$ cat src/rtl/mdu_pkg.sv
package mdu_pkg;
   typedef enum logic [1:0] {
      MDU_MULS = 2'd0,
      MDU_MULU = 2'd1,
      MDU_DIVS = 2'd2,
      MDU_DIVU = 2'd3
   } mdu_op_e;
endpackage

$ cat src/rtl/mdu_seq.sv
module mdu_seq #(
   parameter int STEPS = 32
) (
   input  logic clk,
   input  logic rst_n,
   input  logic start,
   output logic load,
   output logic busy,
   output logic last,
   output logic done
);
   localparam int CW = (STEPS > 1) ? $clog2(STEPS) : 1;

   generate
      if (STEPS < 2) begin : g_bad_steps
         $error("mdu_seq: STEPS must be at least 2");
      end
   endgenerate

   logic          busy_q, done_q;
   logic [CW-1:0] cnt_q;

   assign load = start && !busy_q;
   assign last = busy_q && (cnt_q == CW'(STEPS - 1));
   assign busy = busy_q;
   assign done = done_q;

   always_ff @(posedge clk or negedge rst_n) begin
      if (!rst_n) begin
         busy_q <= 1'b0;
         done_q <= 1'b0;
         cnt_q  <= '0;
      end else begin
         done_q <= last;
         if (load) begin
            busy_q <= 1'b1;
            cnt_q  <= '0;
         end else if (busy_q) begin
            cnt_q <= cnt_q + 1'b1;
            if (last) busy_q <= 1'b0;
         end
      end
   end

   // busy holds until the final iteration
   a_r6_busy_holds: assert property (@(posedge clk) disable iff (!rst_n)
      busy_q && !last |=> busy_q);
   // done is a single-cycle pulse outside busy
   a_r6_done_pulse: assert property (@(posedge clk) disable iff (!rst_n)
      done_q |=> !done_q);
   a_r6_done_idle: assert property (@(posedge clk) disable iff (!rst_n)
      done_q |-> !busy_q);
   // the iteration count is never restarted by a start while busy
   a_r8_count_unbroken: assert property (@(posedge clk) disable iff (!rst_n)
      busy_q && !last |=> cnt_q == $past(cnt_q) + 1'b1);
endmodule

$ cat src/rtl/mdu_mul_core.sv
module mdu_mul_core #(
   parameter int W = 32
) (
   input  logic         clk,
   input  logic         rst_n,
   input  logic         load,
   input  logic         step,
   input  logic [W-1:0] mcand,
   input  logic [W-1:0] mplier,
   output logic [2*W-1:0] prod_nxt
);
   logic [W-1:0] hi_q, lo_q, mc_q;
   logic [W:0]   sum, tsel;
   logic [W-1:0] hi_n, lo_n;

   always_comb begin
      sum      = {1'b0, hi_q} + {1'b0, mc_q};
      tsel     = lo_q[0] ? sum : {1'b0, hi_q};
      hi_n     = tsel[W:1];
      lo_n     = {tsel[0], lo_q[W-1:1]};
      prod_nxt = {hi_n, lo_n};
   end

   always_ff @(posedge clk or negedge rst_n) begin
      if (!rst_n) begin
         hi_q <= '0;
         lo_q <= '0;
         mc_q <= '0;
      end else if (load) begin
         hi_q <= '0;
         lo_q <= mplier;
         mc_q <= mcand;
      end else if (step) begin
         hi_q <= hi_n;
         lo_q <= lo_n;
      end
   end
endmodule

$ cat src/rtl/mdu_div_core.sv
module mdu_div_core #(
   parameter int W = 32
) (
   input  logic         clk,
   input  logic         rst_n,
   input  logic         load,
   input  logic         step,
   input  logic [W-1:0] dvd,
   input  logic [W-1:0] dvs,
   output logic [W-1:0] rem_nxt,
   output logic [W-1:0] quo_nxt
);
   logic [W-1:0] rem_q, quo_q, dvs_q;
   logic [W:0]   part;
   logic         ge;

   always_comb begin
      part    = {rem_q, quo_q[W-1]};
      ge      = part >= {1'b0, dvs_q};
      rem_nxt = ge ? (part[W-1:0] - dvs_q) : part[W-1:0];
      quo_nxt = {quo_q[W-2:0], ge};
   end

   always_ff @(posedge clk or negedge rst_n) begin
      if (!rst_n) begin
         rem_q <= '0;
         quo_q <= '0;
         dvs_q <= '0;
      end else if (load) begin
         rem_q <= '0;
         quo_q <= dvd;
         dvs_q <= dvs;
      end else if (step) begin
         rem_q <= rem_nxt;
         quo_q <= quo_nxt;
      end
   end
endmodule

$ cat src/rtl/muldiv_hilo.sv
module muldiv_hilo
   import mdu_pkg::*;
#(
   parameter int WIDTH = 32
) (
   input  logic             clk,
   input  logic             rst_n,
   input  logic             start,
   input  logic [1:0]       op,
   input  logic [WIDTH-1:0] src_a,
   input  logic [WIDTH-1:0] src_b,
   output logic             busy,
   output logic             done,
   output logic [WIDTH-1:0] hi_rd,
   output logic [WIDTH-1:0] lo_rd
);
   localparam int W2 = 2 * WIDTH;

   generate
      if (WIDTH < 2) begin : g_bad_width
         $error("muldiv_hilo: WIDTH must be at least 2");
      end
   endgenerate

   mdu_op_e op_e;
   logic is_div, sgn, neg_a, neg_b;
   logic [WIDTH-1:0] mag_a, mag_b;
   logic load, last;

   assign op_e   = mdu_op_e'(op);
   assign is_div = (op_e == MDU_DIVS) || (op_e == MDU_DIVU);
   assign sgn    = (op_e == MDU_MULS) || (op_e == MDU_DIVS);
   assign neg_a  = sgn && src_a[WIDTH-1];
   assign neg_b  = sgn && src_b[WIDTH-1];
   assign mag_a  = neg_a ? (~src_a + 1'b1) : src_a;
   assign mag_b  = neg_b ? (~src_b + 1'b1) : src_b;

   mdu_seq #(.STEPS(WIDTH)) u_seq (
      .clk(clk), .rst_n(rst_n), .start(start),
      .load(load), .busy(busy), .last(last), .done(done)
   );

   logic [W2-1:0]    prod_nxt;
   logic [WIDTH-1:0] rem_nxt, quo_nxt;

   mdu_mul_core #(.W(WIDTH)) u_mul (
      .clk(clk), .rst_n(rst_n), .load(load), .step(busy),
      .mcand(mag_a), .mplier(mag_b), .prod_nxt(prod_nxt)
   );

   mdu_div_core #(.W(WIDTH)) u_div (
      .clk(clk), .rst_n(rst_n), .load(load), .step(busy),
      .dvd(mag_a), .dvs(mag_b), .rem_nxt(rem_nxt), .quo_nxt(quo_nxt)
   );

   logic             div_q, neg_res_q, neg_rem_q, dz_q;
   logic [WIDTH-1:0] dvd_q, hi_q, lo_q;
   logic [W2-1:0]    prod_fix;
   logic [WIDTH-1:0] quo_fix, rem_fix, hi_n, lo_n;

   always_comb begin
      prod_fix = neg_res_q ? (~prod_nxt + 1'b1) : prod_nxt;
      quo_fix  = neg_res_q ? (~quo_nxt + 1'b1) : quo_nxt;
      rem_fix  = neg_rem_q ? (~rem_nxt + 1'b1) : rem_nxt;
      if (!div_q) begin
         hi_n = prod_fix[W2-1:WIDTH];
         lo_n = prod_fix[WIDTH-1:0];
      end else if (dz_q) begin
         hi_n = dvd_q;
         lo_n = '1;
      end else begin
         hi_n = rem_fix;
         lo_n = quo_fix;
      end
   end

   always_ff @(posedge clk or negedge rst_n) begin
      if (!rst_n) begin
         div_q     <= 1'b0;
         neg_res_q <= 1'b0;
         neg_rem_q <= 1'b0;
         dz_q      <= 1'b0;
         dvd_q     <= '0;
         hi_q      <= '0;
         lo_q      <= '0;
      end else begin
         if (load) begin
            div_q     <= is_div;
            neg_res_q <= neg_a ^ neg_b;
            neg_rem_q <= neg_a;
            dz_q      <= is_div && (src_b == '0);
            dvd_q     <= src_a;
         end
         if (last) begin
            hi_q <= hi_n;
            lo_q <= lo_n;
         end
      end
   end

   assign hi_rd = hi_q;
   assign lo_rd = lo_q;

   // the result pair only moves on the completing edge
   a_r7_hold_pair: assert property (@(posedge clk) disable iff (!rst_n)
      !last |=> $stable(hi_q) && $stable(lo_q));
   // zero divisor yields all ones quotient and the raw dividend
   a_r5_div_zero: assert property (@(posedge clk) disable iff (!rst_n)
      done && div_q && dz_q |-> (lo_q == '1) && (hi_q == dvd_q));
   // operation attributes stay latched while busy
   a_r8_attr_latched: assert property (@(posedge clk) disable iff (!rst_n)
      busy && !last |=> $stable(div_q) && $stable(dz_q) && $stable(dvd_q));
endmodule

$ cat config.mk
export PLATFORM = sky130hd
export DESIGN_NAME = muldiv_hilo
export DESIGN_NICKNAME = d
export VERILOG_FILES = /design/src/rtl/mdu_pkg.sv /design/src/rtl/mdu_seq.sv /design/src/rtl/mdu_mul_core.sv /design/src/rtl/mdu_div_core.sv /design/src/rtl/muldiv_hilo.sv
export SDC_FILE = /design/constraint.sdc
export NUM_CORES = 1
export LEC_CHECK = 0
export BUFFER_PORTS_ARGS = -buffer_cell sky130_fd_sc_hd__buf_2
export CAP_MARGIN = 10
export CORE_MARGIN = 2
export CORE_UTILIZATION = 55
export DETAILED_ROUTE_END_ITERATION = 16
export HOLD_SLACK_MARGIN = 0.1
export PLACE_DENSITY = 0.72
export SYNTH_ARGS = -nofsm -noshare
export SYNTH_HDL_FRONTEND = slang
export SYNTH_SLANG_ARGS = --single-unit
$ cat constraint.sdc
create_clock -name clk -period 13.5 [get_ports clk]
set_input_delay 0.675 -clock clk [delete_from_list [all_inputs] [get_ports clk]]
set_output_delay 0.675 -clock clk [all_outputs]
set_load 0.02 [all_outputs]
After elaboration in Yosys (flattened, before gate mapping)
Index checks and enable logic that the tools add are counted.
{"block": "totals", "reg_bits": 299, "inputBits": 69, "output_inout_bits": 66}
{"block": "op_classes", "add_sub_neg": 8, "magnitude_cmp": 1, "n_eq_ne": 3, "muxes": 24, "bitwise": 6, "n_reduce_logical": 11}
{"operator": "2-to-1 mux 32 bit", "n": 17}
{"operator": "adder 32 x 1 -> 32 bit, second input constant", "n": 4}
{"operator": "NOT 32 bit", "n": 4}
{"operator": "adder 64 x 1 -> 64 bit, second input constant", "n": 1}
{"operator": "2-to-1 mux 64 bit", "n": 1}
{"operator": "NOT 64 bit", "n": 1}
{"operator": "adder 32 x 32 -> 33 bit", "n": 1}
{"operator": "greater-or-equal comparator 33 x 32 -> 1 bit", "n": 1}
{"operator": "2-to-1 mux 33 bit", "n": 1}
{"operator": "logical NOT 32 bit", "n": 1}
{"operator": "subtractor 32 bit", "n": 1}
{"operator": "2-to-1 mux 5 bit", "n": 2}
{"operator": "adder 5 x 1 -> 5 bit, second input constant", "n": 1}
{"operator": "== test 5 bit, second input constant", "n": 1}
{"operator": "logical AND 1 bit", "n": 5}
{"operator": "== test 2 bit, second input constant", "n": 2}
{"operator": "2-to-1 mux 1 bit", "n": 3}
{"operator": "logical NOT 2 bit", "n": 1}
{"operator": "logical OR 1 bit", "n": 2}
{"operator": "nonzero test 2 bit", "n": 1}
{"operator": "logical NOT 1 bit", "n": 1}
{"operator": "bitwise XOR 1 bit", "n": 1}

Longest topological paths before layout
{"block": "logic_depth", "ltp_word": 7, "ltp_mapped": 24}

Modules after synthesis
From an unflattened synthesis, not the netlist that was laid out.
{"block": "unflattened", "cells_unflattened": 2528, "hier_area_um2": 21932.3}
{"module": "muldiv_hilo", "instances": 1, "cells_per_inst": 1042, "area_per_inst_um2": 8693.3, "seq_area_each_um2": 2502.4}
{"module": "mdu_div_core", "instances": 1, "cells_per_inst": 768, "area_per_inst_um2": 6510.0, "seq_area_each_um2": 2402.3}
{"module": "mdu_mul_core", "instances": 1, "cells_per_inst": 689, "area_per_inst_um2": 6392.4, "seq_area_each_um2": 2402.3}
{"module": "mdu_seq", "instances": 1, "cells_per_inst": 29, "area_per_inst_um2": 336.6, "seq_area_each_um2": 175.2}

Worst setup path after synthesis
Ideal clock, no wire load.
{"block": "synth_path", "path_type": "register to register", "startpoint": "reg u_div.rem_q[8]", "endpoint": "reg hi_q[28], in the netlist hi_rd[28]", "setup_ns": 0.142, "t_arrival_ns": 4.687, "required_ns": 13.358, "slack_ns": 8.670, "stages_incl_launch_ff": 22, "path_buffers": 5, "synth_period_minus_slack_ns": 4.830, "cell_sequence": "dfrtp_1 -> ha_1 -> clkbuf_1 -> and4_1 -> nand3_1 -> a211oi_1 -> o31a_1 -> or2_2 -> buf_2 -> clkbuf_1 -> buf_2 -> buf_2 -> nand2_1 -> o21ai_0 -> ha_1 -> nand2b_1 -> or4_1 -> o41ai_1 -> nand3_1 -> o41ai_1 -> xor2_1 -> o221ai_1"}
{"block": "synth_between", "elab_chain_cells": 7}
{"item": "start, declared", "line_no": "mdu_div_core.sv:13", "rtl": "logic [W-1:0] rem_q, quo_q, dvs_q;"}
{"item": "start signal, assigned", "line_no": "mdu_div_core.sv:34", "rtl": "rem_q <= rem_nxt;"}
{"item": "subtractor 32 bit / greater-or-equal comparator 33 x 32 -> 1 bit (equally long branches)", "line_no": "mdu_div_core.sv:20, mdu_div_core.sv:19"}
{"item": "2-to-1 mux 32 bit *", "line_no": "mdu_div_core.sv:20", "rtl": "rem_nxt = ge ? (part[W-1:0] - dvs_q) : part[W-1:0];"}
{"item": "NOT 32 bit", "line_no": "muldiv_hilo.sv:64", "rtl": "rem_fix = neg_rem_q ? (~rem_nxt + 1'b1) : rem_nxt;"}
{"item": "adder 32 x 1 -> 32 bit", "line_no": "muldiv_hilo.sv:64"}
{"item": "2-to-1 mux 32 bit *", "line_no": "muldiv_hilo.sv:64"}
{"item": "2-to-1 mux 32 bit *", "line_no": "muldiv_hilo.sv:68", "rtl": "end else if (dz_q) begin"}
{"item": "2-to-1 mux 32 bit *", "line_no": "muldiv_hilo.sv:65", "rtl": "if (!div_q) begin"}
{"item": "end signal, assigned", "line_no": "muldiv_hilo.sv:95", "rtl": "hi_q <= hi_n;"}
{"item": "end, declared", "line_no": "muldiv_hilo.sv:57", "rtl": "logic [WIDTH-1:0] dvd_q, hi_q, lo_q;"}
Mark *: on every way between the ends. The rest lies on a longest branch, timed or not.
A chain may end at the register's enable or synchronous reset.

Worst setup path in the final report
{"block": "layout_path", "startpoint": "reg u_div.rem_q[21]", "endpoint": "reg hi_q[28], in the netlist hi_rd[28]"}
Same word-level chain as after synthesis.

==> run_results.csv <==
group,metric,value,unit
status,status,"finished, final reports clean",
layout,multi_input_area,13200,um^2
timing,finalMaxSlewViolations,0,
synth,synth_most_common_cell,"nand2_1",
layout,n_fill_cell,3548,
route,drc,0,
route,wl_per_cell,22.9,um
timing,rsz0062_at_grt,"false",
worst_setup_path,crit_type,"reg -> reg",
timing,clock.fmax,0.177,GHz
die,pin_count,135,
layout,drive_above_1_share,10.5,%
route,drt-total-wl,75600,um
worst_setup_path,worst_setup_path_start_kind,"flip-flop",
layout,seqCellArea,7460,um^2
worst_setup_path,cp_data_required_time,13920,ps
clocking,cts_max_path_buffers,3,
grt,grt_util_all_layers,36.7,%
synth,yosysSeqAreaShare,34.5,%
clocking,cts_setup_buffers,0,
synth,postSynthCellCount,2730,
timing,tightest_slew,1120,ps
timing,hold_violations,0,
timing,setup_tns,0,ps
clocking,cts_sinks,298,
worst_setup_path,slowest_stage,"o311ai_2",
worst_setup_path,cp_num_buf_inv,1,
synth,synth_cell_type_count,93,
grt,grt_pass1_vias,20200,
worst_setup_path,timing.critical_path.to_type,"flip-flop",
place,place_congestion,1.02,
die,start_util,55.8,%
layout,final_util,61.3,%
route,drt_iter0_markers,2252,
place,hpwl,56000,um
die,die_y,202,um
die,die-area,40900,um^2
grt,grt-ovfl-total,0,
worst_setup_path,crit_fanout,51,
timing,fin_crit,5640,ps
place,dp.cells,3238,
clocking,insertion_delay,570,ps
timing,timing.final.crit_share,41.8,%
synth,synth_top_area_share,34.5,%
synth,yosys_warnings,0,
clocking,cts_buffers,37,
worst_setup_path,critPathMaxStageDelay,560,ps
synth,yosysTopAreaCell,"dfrtp_1",
grt,grt_first_pass_wirelength,117000,um
layout,area_growth,9.78,%
clocking,cts-root-buf,"clkbuf_16",
grt,grt_max_degree,103,
worst_hold_path,min_path_type,"in -> reg",
route,ant_nets,0,
layout,final_net_count,2902,
timing,slew_headroom,24.6,%
synth,syn_area,21600,um^2
timing,fin_skew,14.2,ps
worst_setup_path,cp_cell_sequence,"ha_1, a21oi_1, o21ai_0, a211oi_1, o311ai_2, or2_2, buf_4, nand2_1, o21ai_0, ha_1, o211ai_1, o41ai_1, nand3_1, o41ai_1, xor2_1, o221ai_1",
worst_setup_path,crit_family,"compound AO/OA/AOI/OAI gates",
synth,synth_common_cells,"nand2_1 (489), o21ai_0 (344), dfrtp_1 (298), a21oi_1 (181), nor2_1 (165)",
worst_setup_path,critical_path_arrival,6060,ps
synth,synth_edf_count,0,
route,first_pass_iters,6,
worst_setup_path,rrSetupSlack,7860,ps
clocking,clk_pin_slew,60,ps
place,portBuffers,134,
layout,layout.cells.non_filler,3304,
job,drv_cap,0,
route,vias_per_cell,6.49,
die,rows,72,
synth,syn_avg_cell_area,7.92,um^2
timing,finalSetupViolations,0,
synth,async_flop_share,100,%
die,core,38700,um^2
grt,antenna_found_initial,0,
clocking,cts_resized,0,
route,vias,21500,
synth,syn_nets,2872,
synth,synthFlopType,"dfrtp_1",
synth,ys_ff_latch,298,
clocking,cts-htree-levels,2,
die,die_w,202,um
synth,synth_area_leaders,"dfrtp_1 (34%), nand2_1 (8.5%), o21ai_0 (8.0%), xnor2_1 (6.0%), a21oi_1 (4.2%)",
clocking,cts_tree,"built",
## stage by stage
step	worst slack, ps	hold slack [ps]	instance area (um^2)
after floorplan	8670	379	21600
after global placement	8170	452	22500
after detailed placement	8050	463	22500
after CTS	8020	343	23700
after global routing	7440	360	23700
final	7860	362	23700
## worst min-delay path: cells and delay by family
kind,cells,cell delay [ps]
simple gates,2,110
buf+inv,1,110
## area by class of cell
class	instances	area share, %
Multi-Input combinational cell	2187	55.8
Inverter	78	1.24
Tap cell	518	2.73
Antenna cell	1	0.0105
Clock inverter	17	0.801
Timing Repair Buffer	158	3.64
Sequential cell	298	31.4
Clock buffer	47	4.36
## sequential cells by signal (all words and copies together), names as in the netlist
name and cells:
u_mul.hi_q 32, dz_q 1, u_seq.busy 1, u_div.quo_q 32
u_seq.cnt_q 5, u_mul.lo_q 32, u_div.rem_q 32, div_q 1
u_div.dvs_q 32, neg_rem_q 1, u_seq.done 1, hi_rd 32
dvd_q 32, lo_rd 32, neg_res_q 1, u_mul.mc_q 31
## placed cells by master (no fill, tap or decap), types with 44 or more instances in the layout
master	n
xnor2_1	148
buf_2	133
xor2_1	53
nor2_1	163
nand3_1	45
dfrtp_1	294
ha_1	71
nand2_1	487
nor3_1	55
o31ai_1	44
inv_1	74
a21oi_1	181
o21ai_0	344
## layer usage
metal  global-route usage, %  part of all wire (%)
met5                       0                     0
met2                    57.7                    45
met1                    50.1                    42
met4                    14.2                   4.4
met3                    7.05                   9.1
## path summary, 6_finish.rpt
kind	startpoint	end	cells after the start
setup / recovery	u_div.rem_q[21]$_DFFE_PN0P_	hi_rd[28]$_DFFE_PN0P_	16
max in group asynchronous	rst_n	u_seq.busy$_DFF_PN0_	4
hold / removal	src_a[3]	dvd_q[3]$_DFFE_PN0P_	3
hold reg to reg	lo_rd[12]$_DFFE_PN0P_	lo_rd[12]$_DFFE_PN0P_	2
min in group asynchronous	rst_n	u_mul.mc_q[9]$_DFFE_PN0P_	2
setup reg to reg	u_div.rem_q[21]$_DFFE_PN0P_	hi_rd[28]$_DFFE_PN0P_	16
## kinds of logic after synthesis
kind of cell    after synthesis  share of synthesized area [%]
compound gates              909                           26.4
xor+xnor                    201                           8.14
fa+ha+maj                    73                           4.29
buf+inv                     245                           4.37
flops                       298                           34.5
mux                          38                           1.83
simple gates                966                           20.4
## what timing repair did
item,4_1_cts,5_1_grt
hold buffers,1,0
endpoints found under the setup margin,0,0
endpoints found under the hold margin,13,0
Power is left out: the tool's default activity adds up to more than one toggle a clock period on the data nets, which glitch-free logic cannot reach.
